[src/rtl/fpx_pkg.sv]
package fpx_pkg;

    typedef enum logic [1:0] {
        ST_IDLE = 2'd0,
        ST_NORM = 2'd1,
        ST_DONE = 2'd2
    } fpx_state_e;

    typedef enum logic [2:0] {
        CL_ZERO   = 3'd0,
        CL_SUBN   = 3'd1,
        CL_NORMAL = 3'd2,
        CL_INF    = 3'd3,
        CL_QNAN   = 3'd4,
        CL_SNAN   = 3'd5
    } fpx_class_e;

endpackage

[src/rtl/fpx_unpack.sv]
// Splits a single or double operand into sign, class, rebiased exponent
// and a left-aligned fraction sized for the extended mantissa.
module fpx_unpack
    import fpx_pkg::*;
#(
    parameter int WORD_W    = 32,
    parameter int SGL_EXP_W = 8,
    parameter int DBL_EXP_W = 11,
    parameter int EXT_EXP_W = 15,
    parameter int MANT_W    = 64
) (
    input  logic                 is_double,
    input  logic [WORD_W-1:0]    word_hi,
    input  logic [WORD_W-1:0]    word_lo,
    output logic                 sign,
    output fpx_class_e           cls,
    output logic [EXT_EXP_W-1:0] exp_out,
    output logic [MANT_W-2:0]    frac_out
);
    localparam int FRAC_W     = MANT_W - 1;
    localparam int SGL_FRAC_W = WORD_W - 1 - SGL_EXP_W;
    localparam int DBL_HI_W   = WORD_W - 1 - DBL_EXP_W;
    localparam int DBL_FRAC_W = DBL_HI_W + WORD_W;
    localparam int SGL_BIAS   = (1 << (SGL_EXP_W - 1)) - 1;
    localparam int DBL_BIAS   = (1 << (DBL_EXP_W - 1)) - 1;
    localparam int EXT_BIAS   = (1 << (EXT_EXP_W - 1)) - 1;
    localparam logic [EXT_EXP_W-1:0] SGL_ADJ  = EXT_EXP_W'(EXT_BIAS - SGL_BIAS);
    localparam logic [EXT_EXP_W-1:0] DBL_ADJ  = EXT_EXP_W'(EXT_BIAS - DBL_BIAS);
    localparam logic [EXT_EXP_W-1:0] SGL_SUBE = EXT_EXP_W'(EXT_BIAS - SGL_BIAS + 1);
    localparam logic [EXT_EXP_W-1:0] DBL_SUBE = EXT_EXP_W'(EXT_BIAS - DBL_BIAS + 1);
    localparam logic [EXT_EXP_W-1:0] EXT_MAX  = '1;

    logic [DBL_EXP_W-1:0] exp_raw;
    logic                 exp_max;
    logic                 exp_zero;
    logic                 frac_nz;

    always_comb begin
        sign = word_hi[WORD_W-1];
        if (is_double) begin
            exp_raw  = word_hi[WORD_W-2 -: DBL_EXP_W];
            exp_max  = &word_hi[WORD_W-2 -: DBL_EXP_W];
            frac_out = {word_hi[DBL_HI_W-1:0], word_lo,
                        {(FRAC_W - DBL_FRAC_W){1'b0}}};
        end else begin
            exp_raw  = {{(DBL_EXP_W - SGL_EXP_W){1'b0}},
                        word_hi[WORD_W-2 -: SGL_EXP_W]};
            exp_max  = &word_hi[WORD_W-2 -: SGL_EXP_W];
            frac_out = {word_hi[SGL_FRAC_W-1:0],
                        {(FRAC_W - SGL_FRAC_W){1'b0}}};
        end
        exp_zero = (exp_raw == '0);
        frac_nz  = |frac_out;

        if (exp_max) begin
            exp_out = EXT_MAX;
            if (!frac_nz)                 cls = CL_INF;
            else if (frac_out[FRAC_W-1])  cls = CL_QNAN;
            else                          cls = CL_SNAN;
        end else if (exp_zero) begin
            if (frac_nz) begin
                cls     = CL_SUBN;
                exp_out = is_double ? DBL_SUBE : SGL_SUBE;
            end else begin
                cls     = CL_ZERO;
                exp_out = '0;
            end
        end else begin
            cls     = CL_NORMAL;
            exp_out = EXT_EXP_W'(exp_raw) + (is_double ? DBL_ADJ : SGL_ADJ);
        end
    end

endmodule

[src/rtl/fpx_pack.sv]
// Lays sign, exponent and mantissa out as three extended-format words.
module fpx_pack #(
    parameter int WORD_W    = 32,
    parameter int EXT_EXP_W = 15,
    parameter int MANT_W    = 64
) (
    input  logic                 sign,
    input  logic [EXT_EXP_W-1:0] exp_in,
    input  logic [MANT_W-1:0]    mant_in,
    output logic [WORD_W-1:0]    w0,
    output logic [WORD_W-1:0]    w1,
    output logic [WORD_W-1:0]    w2
);
    localparam int PAD_W = WORD_W - 1 - EXT_EXP_W;

    assign w0 = {sign, {PAD_W{1'b0}}, exp_in};
    assign w1 = mant_in[MANT_W-1 -: WORD_W];
    assign w2 = mant_in[MANT_W-WORD_W-1 -: WORD_W];

endmodule

[src/rtl/fp_load_expand.sv]
// Converts single or double memory operands into the 80-bit extended
// layout; subnormals are normalised one bit per cycle.
module fp_load_expand
    import fpx_pkg::*;
#(
    parameter int WORD_W    = 32,
    parameter int SGL_EXP_W = 8,
    parameter int DBL_EXP_W = 11,
    parameter int EXT_EXP_W = 15,
    parameter int MANT_W    = 64
) (
    input  logic              clk,
    input  logic              rst_n,
    input  logic              start,
    input  logic [1:0]        len_code,
    input  logic [WORD_W-1:0] mem_w0,
    input  logic [WORD_W-1:0] mem_w1,
    input  logic              trap_en,
    output logic              busy,
    output logic              done,
    output logic              invalid,
    output logic              unsupported,
    output logic [WORD_W-1:0] ext_w0,
    output logic [WORD_W-1:0] ext_w1,
    output logic [WORD_W-1:0] ext_w2
);
    localparam logic [MANT_W-2:0] QUIET_BIT = {1'b1, {(MANT_W-2){1'b0}}};

    fpx_state_e           state_q, state_d;
    logic                 sign_q;
    logic [EXT_EXP_W-1:0] exp_q;
    logic [MANT_W-1:0]    mant_q;
    logic                 inv_q;
    logic                 unsup_q;

    logic                 accept;
    logic                 fmt_ok;
    logic                 u_sign;
    fpx_class_e           u_cls;
    logic [EXT_EXP_W-1:0] u_exp;
    logic [MANT_W-2:0]    u_frac;

    assign accept = (state_q == ST_IDLE) && start;
    assign fmt_ok = !len_code[1];

    fpx_unpack #(
        .WORD_W    (WORD_W),
        .SGL_EXP_W (SGL_EXP_W),
        .DBL_EXP_W (DBL_EXP_W),
        .EXT_EXP_W (EXT_EXP_W),
        .MANT_W    (MANT_W)
    ) u_unpack (
        .is_double (len_code[0]),
        .word_hi   (mem_w0),
        .word_lo   (mem_w1),
        .sign      (u_sign),
        .cls       (u_cls),
        .exp_out   (u_exp),
        .frac_out  (u_frac)
    );

    // state register
    always_ff @(posedge clk or negedge rst_n) begin
        if (!rst_n) state_q <= ST_IDLE;
        else        state_q <= state_d;
    end

    // transitions
    always_comb begin
        state_d = state_q;
        unique case (state_q)
            ST_IDLE: begin
                if (accept) begin
                    if (fmt_ok && (u_cls == CL_SUBN)) state_d = ST_NORM;
                    else                              state_d = ST_DONE;
                end
            end
            ST_NORM: begin
                if (mant_q[MANT_W-2]) state_d = ST_DONE;
            end
            ST_DONE: state_d = ST_IDLE;
            default: state_d = ST_IDLE;
        endcase
    end

    // operand registers and normalising shifter
    always_ff @(posedge clk or negedge rst_n) begin
        if (!rst_n) begin
            sign_q  <= 1'b0;
            exp_q   <= '0;
            mant_q  <= '0;
            inv_q   <= 1'b0;
            unsup_q <= 1'b0;
        end else if (accept) begin
            inv_q   <= 1'b0;
            unsup_q <= !fmt_ok;
            if (!fmt_ok) begin
                sign_q <= 1'b0;
                exp_q  <= '0;
                mant_q <= '0;
            end else begin
                sign_q <= u_sign;
                exp_q  <= u_exp;
                unique case (u_cls)
                    CL_ZERO:   mant_q <= '0;
                    CL_INF:    mant_q <= '0;
                    CL_NORMAL: mant_q <= {1'b1, u_frac};
                    CL_SUBN:   mant_q <= {1'b0, u_frac};
                    CL_QNAN:   mant_q <= {1'b0, u_frac};
                    CL_SNAN: begin
                        if (trap_en) begin
                            inv_q  <= 1'b1;
                            mant_q <= {1'b0, u_frac};
                        end else begin
                            mant_q <= {1'b0, u_frac | QUIET_BIT};
                        end
                    end
                    default:   mant_q <= '0;
                endcase
            end
        end else if (state_q == ST_NORM) begin
            mant_q <= mant_q << 1;
            exp_q  <= exp_q - 1'b1;
        end
    end

    // outputs
    always_comb begin
        busy        = (state_q != ST_IDLE);
        done        = (state_q == ST_DONE);
        invalid     = done && inv_q;
        unsupported = done && unsup_q;
    end

    fpx_pack #(
        .WORD_W    (WORD_W),
        .EXT_EXP_W (EXT_EXP_W),
        .MANT_W    (MANT_W)
    ) u_pack (
        .sign    (sign_q),
        .exp_in  (exp_q),
        .mant_in (mant_q),
        .w0      (ext_w0),
        .w1      (ext_w1),
        .w2      (ext_w2)
    );

endmodule

[config.mk]
export PLATFORM = sky130hd
export DESIGN_NAME = fp_load_expand
export DESIGN_NICKNAME = d
export VERILOG_FILES = /design/src/rtl/fpx_pkg.sv /design/src/rtl/fpx_unpack.sv /design/src/rtl/fpx_pack.sv /design/src/rtl/fp_load_expand.sv
export SDC_FILE = /design/constraint.sdc
export NUM_CORES = 1
export LEC_CHECK = 0
export CAP_MARGIN = 25
export CORE_MARGIN = 5
export CORE_UTILIZATION = 45
export DETAILED_ROUTE_END_ITERATION = 16
export PLACE_DENSITY_LB_ADDON = 0.05
export SYNTH_ARGS = -nofsm -noshare
export SYNTH_HDL_FRONTEND = slang
export SYNTH_SLANG_ARGS = --single-unit
[constraint.sdc]
create_clock -name clk -period 2.25 [get_ports clk]
set_input_delay 0.675 -clock clk [delete_from_list [all_inputs] [get_ports clk]]
set_output_delay 0.675 -clock clk [all_outputs]
set_load 0.1 [all_outputs]
==> flow_summary.json, run 1 <==
{
  "outcome": "finished, violations left",
  "violations": "setup timing",
  "ys_seq_elements": 73,
  "io_buffers": 142,
  "drc": 0,
  "fin_worst_skew_ns": 0.0106,
  "dp_hpwl_um": 11600,
  "synth_top_area_cell": "dfrtp_1",
  "async_flop_share_pct": 100,
  "insertion_delay_ns": 0.35,
  "worst_pin_slew_ns": 0.618,
  "min_period_ns": 2.29,
  "start_util_pct": 46.0,
  "dp_slack_ns": -0.606,
  "grt_pass1_wl_um": 24100,
  "cts_tree": "done",
  "drive_gt1_share_pct": 28.7,
  "syn_area_per_cell_um2": 9.07,
  "die_x_um": 110,
  "cp-end-kind": "flop",
  "final_cell_mix": "buf_4, dfrtp_1, nand2_1",
  "path_clk_slew_ns": 0.08,
  "worst_slack_ns": -0.0389,
  "fin_crit_sh_pct": 102,
  "synth_fa_ha_area_share_pct": 0.834,
  "numCtsBuffers": 9,
  "ctsHoldBuffers": 0,
  "seq_area_frac_synth_pct": 40.6,
  "clock_path_buffers": 2,
  "vias": 4674,
  "num_io_pins": 170,
  "cts.sinks": 73,
  "rsz0062_at_grt": "yes",
  "grt_pass1_vias": 4793,
  "n_antenna_cell": 0,
  "ys_top_cells_by_area": "dfrtp_1, mux2i_1, nand2_1",
  "overflow": 0,
  "synth_edf_count": 0,
  "core-area_um2": 9770,
  "grt_util_all_layers_pct": 25.5,
  "nNetsFinal": 762,
  "synth_top_family_by_area": "compound AO/OA/AOI/OAI gates",
  "synth_ff_type": "dfrtp_1",
  "synthMuxAreaShare_pct": 12.7,
  "layout_commonest_cell": "buf_4",
  "via_per_inst": 5.65,
  "antenna_found_initial": 0,
  "synth_compound_area_share_pct": 17.7,
  "synth_top_area_share_pct": 40.6,
  "setup_viol": 1,
  "rows": 36,
  "drtAntennaViolNets": 0,
  "required_ns": 2.46,
  "grt_max_degree": 60,
  "netlist_area_um2": 4500,
  "cap_viol_max_count": 0,
  "yosys.area_share.simple_pct": 17.1,
  "vdd_drop_max_mv": 0.568,
  "hold_viol_final": 0,
  "drv_slew": 0,
  "die_y_um": 110,
  "synthCells": 496,
  "drt_iter0_markers": 225,
  "slew-limit-headroom_pct": 58.8,
  "synthXorXnorAreaFrac_pct": 2.53,
  "cp-start-kind": "primary input",
  "crit_fanout": 4,
  "crit_arrival_ns": 2.50,
  "drt_wl_total_um": 15200,
  "ys_types": 57,
  "die_area_um2": 12100,
  "yosysWarnings": 0,
  "first_pass_iters": 5,
  "cts_max_level": 3,
  "wl_per_cell_um": 18.4,
  "path_class": "primary input to flop",
  "p_leak_nw": 3.12,
  "gp_congestion": 0.855,
  "powerDensity_nw_per_um2": 902,
  "clock-root-buffer": "clkbuf_8",
  "areaGrowthSynthToFinish_pct": 53.0,
  "min_path_type": "primary input to async pin",
  "fmax_mhz": 437,
  "tns_ns": -0.0389
}
where the power goes:
group          leakage, nW  switching [mW]  internal [mW]  total [mW]
sequential           0.928           0.276           1.53        1.81
combinational         2.09            2.42          0.911        3.33
clock                0.101           0.527          0.547        1.07
synthesized netlist by cell type, drive strengths merged (3+ instances only):
master and n:
dfrtp 73, nand2 64, mux2i 57, buf 35, clkbuf 29, a21oi 28
o22ai 28, a31oi 22, o21ai 22, nor4 15, nor2 13, nand3 11
nand4 9, inv 7, nand2b 7, nor3 7, xnor2 7, xor2 6
nor4b 5, o211ai 4, or3 4, a221oi 3, ha 3, nor2b 3
or4 3
what timing repair did:
action | in CTS | in global routing
endpoints found under the setup margin | 13 | 15
pin swaps | 21 | 19
setup buffers | 2 | 0
gates resized for setup | 46 | 21
metal layers:
layer,part of all wire (%),global-route usage [%],vias up
met1,40,32.9,2272
met4,3.2,8.99,0
met5,0,0,-
met3,6.3,5.01,34
met2,50,42.7,202
li1,-,-,2166
stage by stage:
step / total power [mW] / hold slack [ns] / cell area [µm²] / util [%] / std cells
global route: 6.45 / 0.347 / 6880 / 70.4 / 827
CTS: 6.22 / 0.334 / 6830 / 69.9 / 827
detailed placement: 5.16 / 0.460 / 6570 / 67.2 / 809
global placement: 5.13 / 0.457 / 6570 / 67.2 / 809
floorplan: 4.13 / 0.379 / 4640 / - / 522
finish: 6.21 / 0.312 / 6880 / 70.4 / 827
worst max-delay path, cell delays in order:
cell and delay [ns]:
clkdlybuf4s50_1 0.46, nor4_2 0.31, nand2_1 0.17, o32a_1 0.25, buf_6 0.15, o211ai_1 0.31
a41oi_1 0.17
flip-flops by register name (all words and copies together) (netlist names):
register / count
state_q: 2
inv_q: 1
mant_q: 53
unsup_q: 1
exp_q: 15
sign_q: 1
layout make-up:
type | instances | area (µm²)
Fill cell | 812 | 2890
Sequential cell | 73 | 1830
Clock inverter | 4 | 52.6
Inverter | 7 | 26.3
Tap cell | 133 | 166
Multi-Input combinational cell | 378 | 2540
Timing Repair Buffer | 220 | 2130
Clock buffer | 12 | 145
cell families after synthesis:
group,Yosys count
AO/OA/AOI/OAI,127
XOR/XNOR,13
adder cells (fa/ha/maj),3
buffers and inverters,71
flip-flops,73
multiplexers,57
other,1
AND/OR/NAND/NOR,151
worst paths after layout:
kind / from / endpoint / slack, ns / cells after the start
min reg2reg: sign_q / sign_q / 0.48 / 2
max: mem_w1[15] / exp_q[8] / -0.04 / 7
max reg2reg: exp_q[0] / exp_q[6] / 0.28 / 6
max in group asynchronous: rst_n / mant_q[31] / 1.27 / 2
min in group clk: sign_q / sign_q / 0.48 / 2
min: rst_n / exp_q[5] / 0.31 / 1
(Power assumes the default switching activity.)
==> run 2, diff against run 1 <==
--- a/config.mk
+++ b/config.mk
@@ -9,6 +9,7 @@
 export CORE_MARGIN = 5
 export CORE_UTILIZATION = 45
 export DETAILED_ROUTE_END_ITERATION = 16
+export DONT_BUFFER_PORTS = 1
 export PLACE_DENSITY_LB_ADDON = 0.05
 export SYNTH_ARGS = -nofsm -noshare
 export SYNTH_HDL_FRONTEND = slang
==> run 2 against run 1 <==
The flow now finishes without violations; sequential share of layout area grew 7.1 points; maximum frequency up 8.6%; hold slack got worse by 0.14 ns; first-iteration DRC count is 11% higher; cell count down 16%; clock-buffer cell count unchanged.
==> flow_summary.json, run 2 (synthesis results as in run 1) <==
{
  "numCtsBuffers": 9,
  "slowest_stage": "dfrtp_1",
  "cts_max_level": 3,
  "clockPowerShare_pct": 18.9,
  "worst_slack_ns": 0.143,
  "p_seq_share_pct": 29.6,
  "largest_register_ffs": 53,
  "ctsHoldBuffers": 2,
  "cp-end-kind": "output pin",
  "fmax_mhz": 475,
  "die_x_um": 110,
  "drv_slew": 0,
  "antenna_found_initial": 0,
  "clock-root-buffer": "clkbuf_8",
  "vdd_drop_max_mv": 0.525,
  "overflow": 0,
  "wl_per_cell_um": 20.6,
  "drtAntennaViolNets": 0,
  "grt_util_all_layers_pct": 24.0,
  "comb_power_share_pct": 51.6,
  "multi_input_area_um2": 2440,
  "cts_setup_buffers": 0,
  "io_buffers": 0,
  "crit_cells": 3,
  "fin_worst_skew_ns": 0.00602,
  "wl_met2_um": 6940,
  "required_ns": 1.57,
  "tns_ns": 0,
  "die_y_um": 110,
  "cp-start-kind": "flop",
  "num_io_pins": 170,
  "netSwitchingFraction_pct": 53.3,
  "ff2ff_path_depth": 5,
  "path_clk_slew_ns": 0.08,
  "seq_area_um2": 1830,
  "via_per_inst": 5.83,
  "nFillCells": 917,
  "power.switching_mw": 3.07,
  "dp_slack_ns": -0.167,
  "nNetsFinal": 634,
  "n_antenna_cell": 0,
  "wl_met1_um": 6030,
  "cap_viol_max_count": 0,
  "p_leak_nw": 2.36,
  "worst_path_largest_cell_delay_ns": 0.52,
  "areaGrowthSynthToFinish_pct": 20.8,
  "cts_resized": 0,
  "drc": 0,
  "core-area_um2": 9770,
  "top_register": "mant_q",
  "min_period_ns": 2.11,
  "insertion_delay_ns": 0.36,
  "cp_num_buf_inv": 1,
  "crit_arrival_ns": 1.43,
  "powerDensity_nw_per_um2": 1060,
  "grt_pass1_vias": 4138,
  "cts.sinks": 73,
  "vias": 4066,
  "layout_commonest_cell": "buf_4",
  "intPower_mw": 2.69,
  "dr_wl_met3_um": 1070,
  "crit_chain": "nor2b_4 -> and2_2 -> buf_12",
  "final_cell_mix": "buf_4, dfrtp_1, nand2_1",
  "dp_hpwl_um": 10300,
  "slew-limit-headroom_pct": 34.4,
  "rsz0062_at_grt": "no",
  "die_area_um2": 12100,
  "outcome": "finished clean",
  "grt_pass1_wl_um": 22200,
  "clock_path_buffers": 2,
  "fin_crit_sh_pct": 93.7,
  "crit_fanout": 7,
  "first_pass_iters": 5,
  "top_layer": "met4",
  "grt_max_degree": 54,
  "hold_viol_final": 0,
  "drive_gt1_share_pct": 20.9,
  "min_path_type": "primary input to async pin",
  "drt_wl_total_um": 14400,
  "worst_pin_slew_ns": 0.984,
  "gp_congestion": 0.841,
  "path_class": "flop to output pin",
  "rows": 36,
  "cts_tree": "done",
  "drt_iter0_markers": 250,
  "start_util_pct": 46.0,
  "setup_viol": 0,
  "cp_top_family": "flip-flops",
  "largestRegisters": "mant_q x53, exp_q x15, state_q x2"
}
## run 2: cell count changes in the layout (fill, tap and decap cells not counted), sizes merged, moves of 2 or more
cell	delta
buf	-62
clkbuf	-2
clkdlybuf4s15	-3
clkdlybuf4s50	-28
dlygate4sd2	-24
dlymetal6s2s	-10
## run 2: stage by stage
stage | util (%) | cells | instance area, µm² | total power [mW] | hold WS, ns
after global placement | 52.9 | 680 | 5170 | 4.64 | 0.382
final | 55.6 | 698 | 5440 | 5.76 | 0.172
after detailed placement | 52.9 | 680 | 5170 | 4.66 | 0.382
after floorplan | - | 522 | 4640 | 4.13 | 0.379
after CTS | 55.3 | 697 | 5410 | 5.77 | 0.177
after global routing | 55.6 | 698 | 5440 | 5.99 | 0.183
## run 2: worst paths after layout
check	from	endpoint	slack, ns
min in group clk	len_code[1]	exp_q[1]	0.42
setup reg to reg	exp_q[2]	exp_q[9]	0.32
max in group asynchronous	rst_n	mant_q[39]	1.32
hold reg to reg	sign_q	sign_q	0.48
hold / removal	rst_n	exp_q[2]	0.17
setup / recovery	state_q[1]	invalid	0.14
## run 2: cell type report
class	instances	area share, %
well taps	133	3.06
inverters	7	0.483
multi-input cells	378	44.8
clock buffers	12	2.85
clock inverters	3	0.737
flip-flops and latches	73	33.6
repair buffers	92	14.4
## run 2: worst reg2reg max path, cell delays in order, from the launching register on
cell and delay, ns:
dfrtp_1 0.47, nor3_2 0.50, and4_1 0.30, a21oi_1 0.09
a221oi_1 0.30, a221oi_1 0.12
## run 2: routing by layer
layer | GRT usage, % | up-vias
li1 | - | 1908
met1 | 31.3 | 1993
met2 | 38.1 | 143
met3 | 6.00 | 22
met4 | 9.62 | 0
met5 | 0 | -
## run 2: power by group through the flow
stage	clock, mW	sequential (mW)	combinational [mW]
3_5_place_dp	0	1.73	2.93
6_report	1.09	1.70	2.97
4_1_cts	1.09	1.70	2.97
2_1_floorplan	0	3.28	0.850
5_1_grt	1.16	1.74	3.09
3_3_place_gp	0	1.72	2.92
==> run 3, diff against run 2 <==
--- a/config.mk
+++ b/config.mk
@@ -6,8 +6,7 @@
 export NUM_CORES = 1
 export LEC_CHECK = 0
 export CAP_MARGIN = 25
-export CORE_MARGIN = 5
-export CORE_UTILIZATION = 45
+export CORE_UTILIZATION = 40
 export DETAILED_ROUTE_END_ITERATION = 16
 export DONT_BUFFER_PORTS = 1
 export PLACE_DENSITY_LB_ADDON = 0.05
==> run 3 against run 2 <==
Wire length up 0.32%; non-clock buffer count grew 5; highest routed layer unchanged; largest power group unchanged; final area rose by 0.12%.
==> flow_summary.json, run 3 (synthesis results as in run 1) <==
{
  "numCtsBuffers": 9,
  "num_io_pins": 170,
  "dp_slack_ns": -0.258,
  "dp_cells": 693,
  "grt_util_all_layers_pct": 25.2,
  "wl_per_cell_um": 20.3,
  "hold_ws_ns": 0.186,
  "clock-root-buffer": "clkbuf_8",
  "worst_pin_slew_ns": 0.989,
  "cp_top_family": "compound AO/OA/AOI/OAI gates",
  "vdd_drop_max_mv": 0.495,
  "rsz0062_at_grt": "no",
  "setup_viol": 0,
  "fin_area_um2": 5440,
  "drive_gt1_share_pct": 21.5,
  "rows": 38,
  "die_x_um": 108,
  "slew-limit-headroom_pct": 34.1,
  "gp_congestion": 0.823,
  "grt_max_degree": 74,
  "cts_tree": "done",
  "path_class": "primary input to flop",
  "first_pass_iters": 4,
  "antenna_found_initial": 0,
  "insertion_delay_ns": 0.37,
  "tns_ns": 0,
  "fin_crit_sh_pct": 95.6,
  "crit_fanout": 4,
  "min_path_type": "primary input to async pin",
  "largest_register_ffs": 53,
  "drtAntennaViolNets": 0,
  "grt_pass1_wl_um": 22200,
  "cts.sinks": 73,
  "start_util_pct": 41.3,
  "grt_pass1_vias": 3991,
  "die_area_um2": 11700,
  "worst_path_most_repeated_cell": "buf_4",
  "place_area_um2": 5220,
  "cp-end-kind": "flop",
  "core-area_um2": 10900,
  "layout_commonest_cell": "buf_4",
  "powerDensity_nw_per_um2": 1050,
  "final_cell_mix": "buf_4, dfrtp_1, nand2_1",
  "vias": 4141,
  "die_y_um": 108,
  "n_antenna_cell": 0,
  "instances_no_fill": 711,
  "nNetsFinal": 639,
  "cp-start-kind": "primary input",
  "cap_viol_max_count": 0,
  "cp_num_buf_inv": 2,
  "crit_chain": "nor4_1 -> buf_4 -> nand4_1 -> a2111o_1 -> buf_4 -> o211ai_1 -> a41oi_1",
  "io_buffers": 0,
  "path_clk_slew_ns": 0.07,
  "worst_slack_ns": 0.0999,
  "hold_viol_final": 0,
  "overflow": 0,
  "slowest_stage": "a2111o_1",
  "drv_slew": 0,
  "clock_path_buffers": 2,
  "design_power_total_mw": 5.74,
  "final_util_pct": 50.0,
  "crit_arrival_ns": 2.37,
  "cts_max_level": 3,
  "drc": 0,
  "cts_setup_buffers": 0,
  "fmax_mhz": 465,
  "required_ns": 2.47,
  "largestRegisters": "mant_q x53, exp_q x15, state_q x2",
  "fin_worst_skew_ns": 0.00905,
  "areaGrowthSynthToFinish_pct": 20.9,
  "min_period_ns": 2.15,
  "worst_path_largest_cell_delay_ns": 0.42,
  "dp_hpwl_um": 10000,
  "drt_wl_total_um": 14400,
  "drt_iter0_markers": 287,
  "p_leak_nw": 2.37,
  "top_register": "mant_q",
  "via_per_inst": 5.82,
  "outcome": "finished clean",
  "r2r_slack_ns": 0.32
}
[run 3: cell types whose count changed in the layout (fill, tap and decap cells not counted), sizes merged]
cell | before | now
clkinv | 2 | 3
buf | 91 | 96
clkinvlp | 0 | 1
clkbuf | 12 | 11
[run 3: where the power goes]
group / leakage (nW) / internal [mW] / switching (mW)
clock: 0.0933 / 0.512 / 0.534
combinational: 1.35 / 0.605 / 2.38
sequential: 0.928 / 1.53 / 0.181
[run 3: final timing paths]
path | end | cells after the start | startpoint
setup / recovery | exp_q[8] | 7 | mem_w1[23]
hold / removal | exp_q[7] | 1 | rst_n
setup reg to reg | mant_q[39] | 5 | state_q[1]
hold reg to reg | unsup_q | 2 | unsup_q
max in group asynchronous | exp_q[14] | 1 | rst_n
min in group clk | exp_q[1] | 1 | len_code[1]
[run 3: routing by layer]
layer / global-route usage (%) / vias to the layer above / wire length [µm] / share of wire [%]
met5: 0 / - / 0 / 0
met4: 10.1 / 0 / 252 / 1.7
met3: 5.73 / 18 / 1070 / 7.4
met2: 39.3 / 159 / 6840 / 47
met1: 33.8 / 2046 / 6240 / 43
li1: - / 1918 / - / -
[run 3: what timing repair did]
item	CTS	global route
resized for setup	0	0
setup endpoints to repair	0	0
hold endpoints to repair	73	68
[run 3: layout make-up]
cell class,count,area (µm²)
fillers,1050,5450
multi-input cells,378,2440
flip-flops and latches,73,1830
repair buffers,97,788
well taps,140,175
clock buffers,11,131
clock inverters,5,56.3
inverters,7,26.3
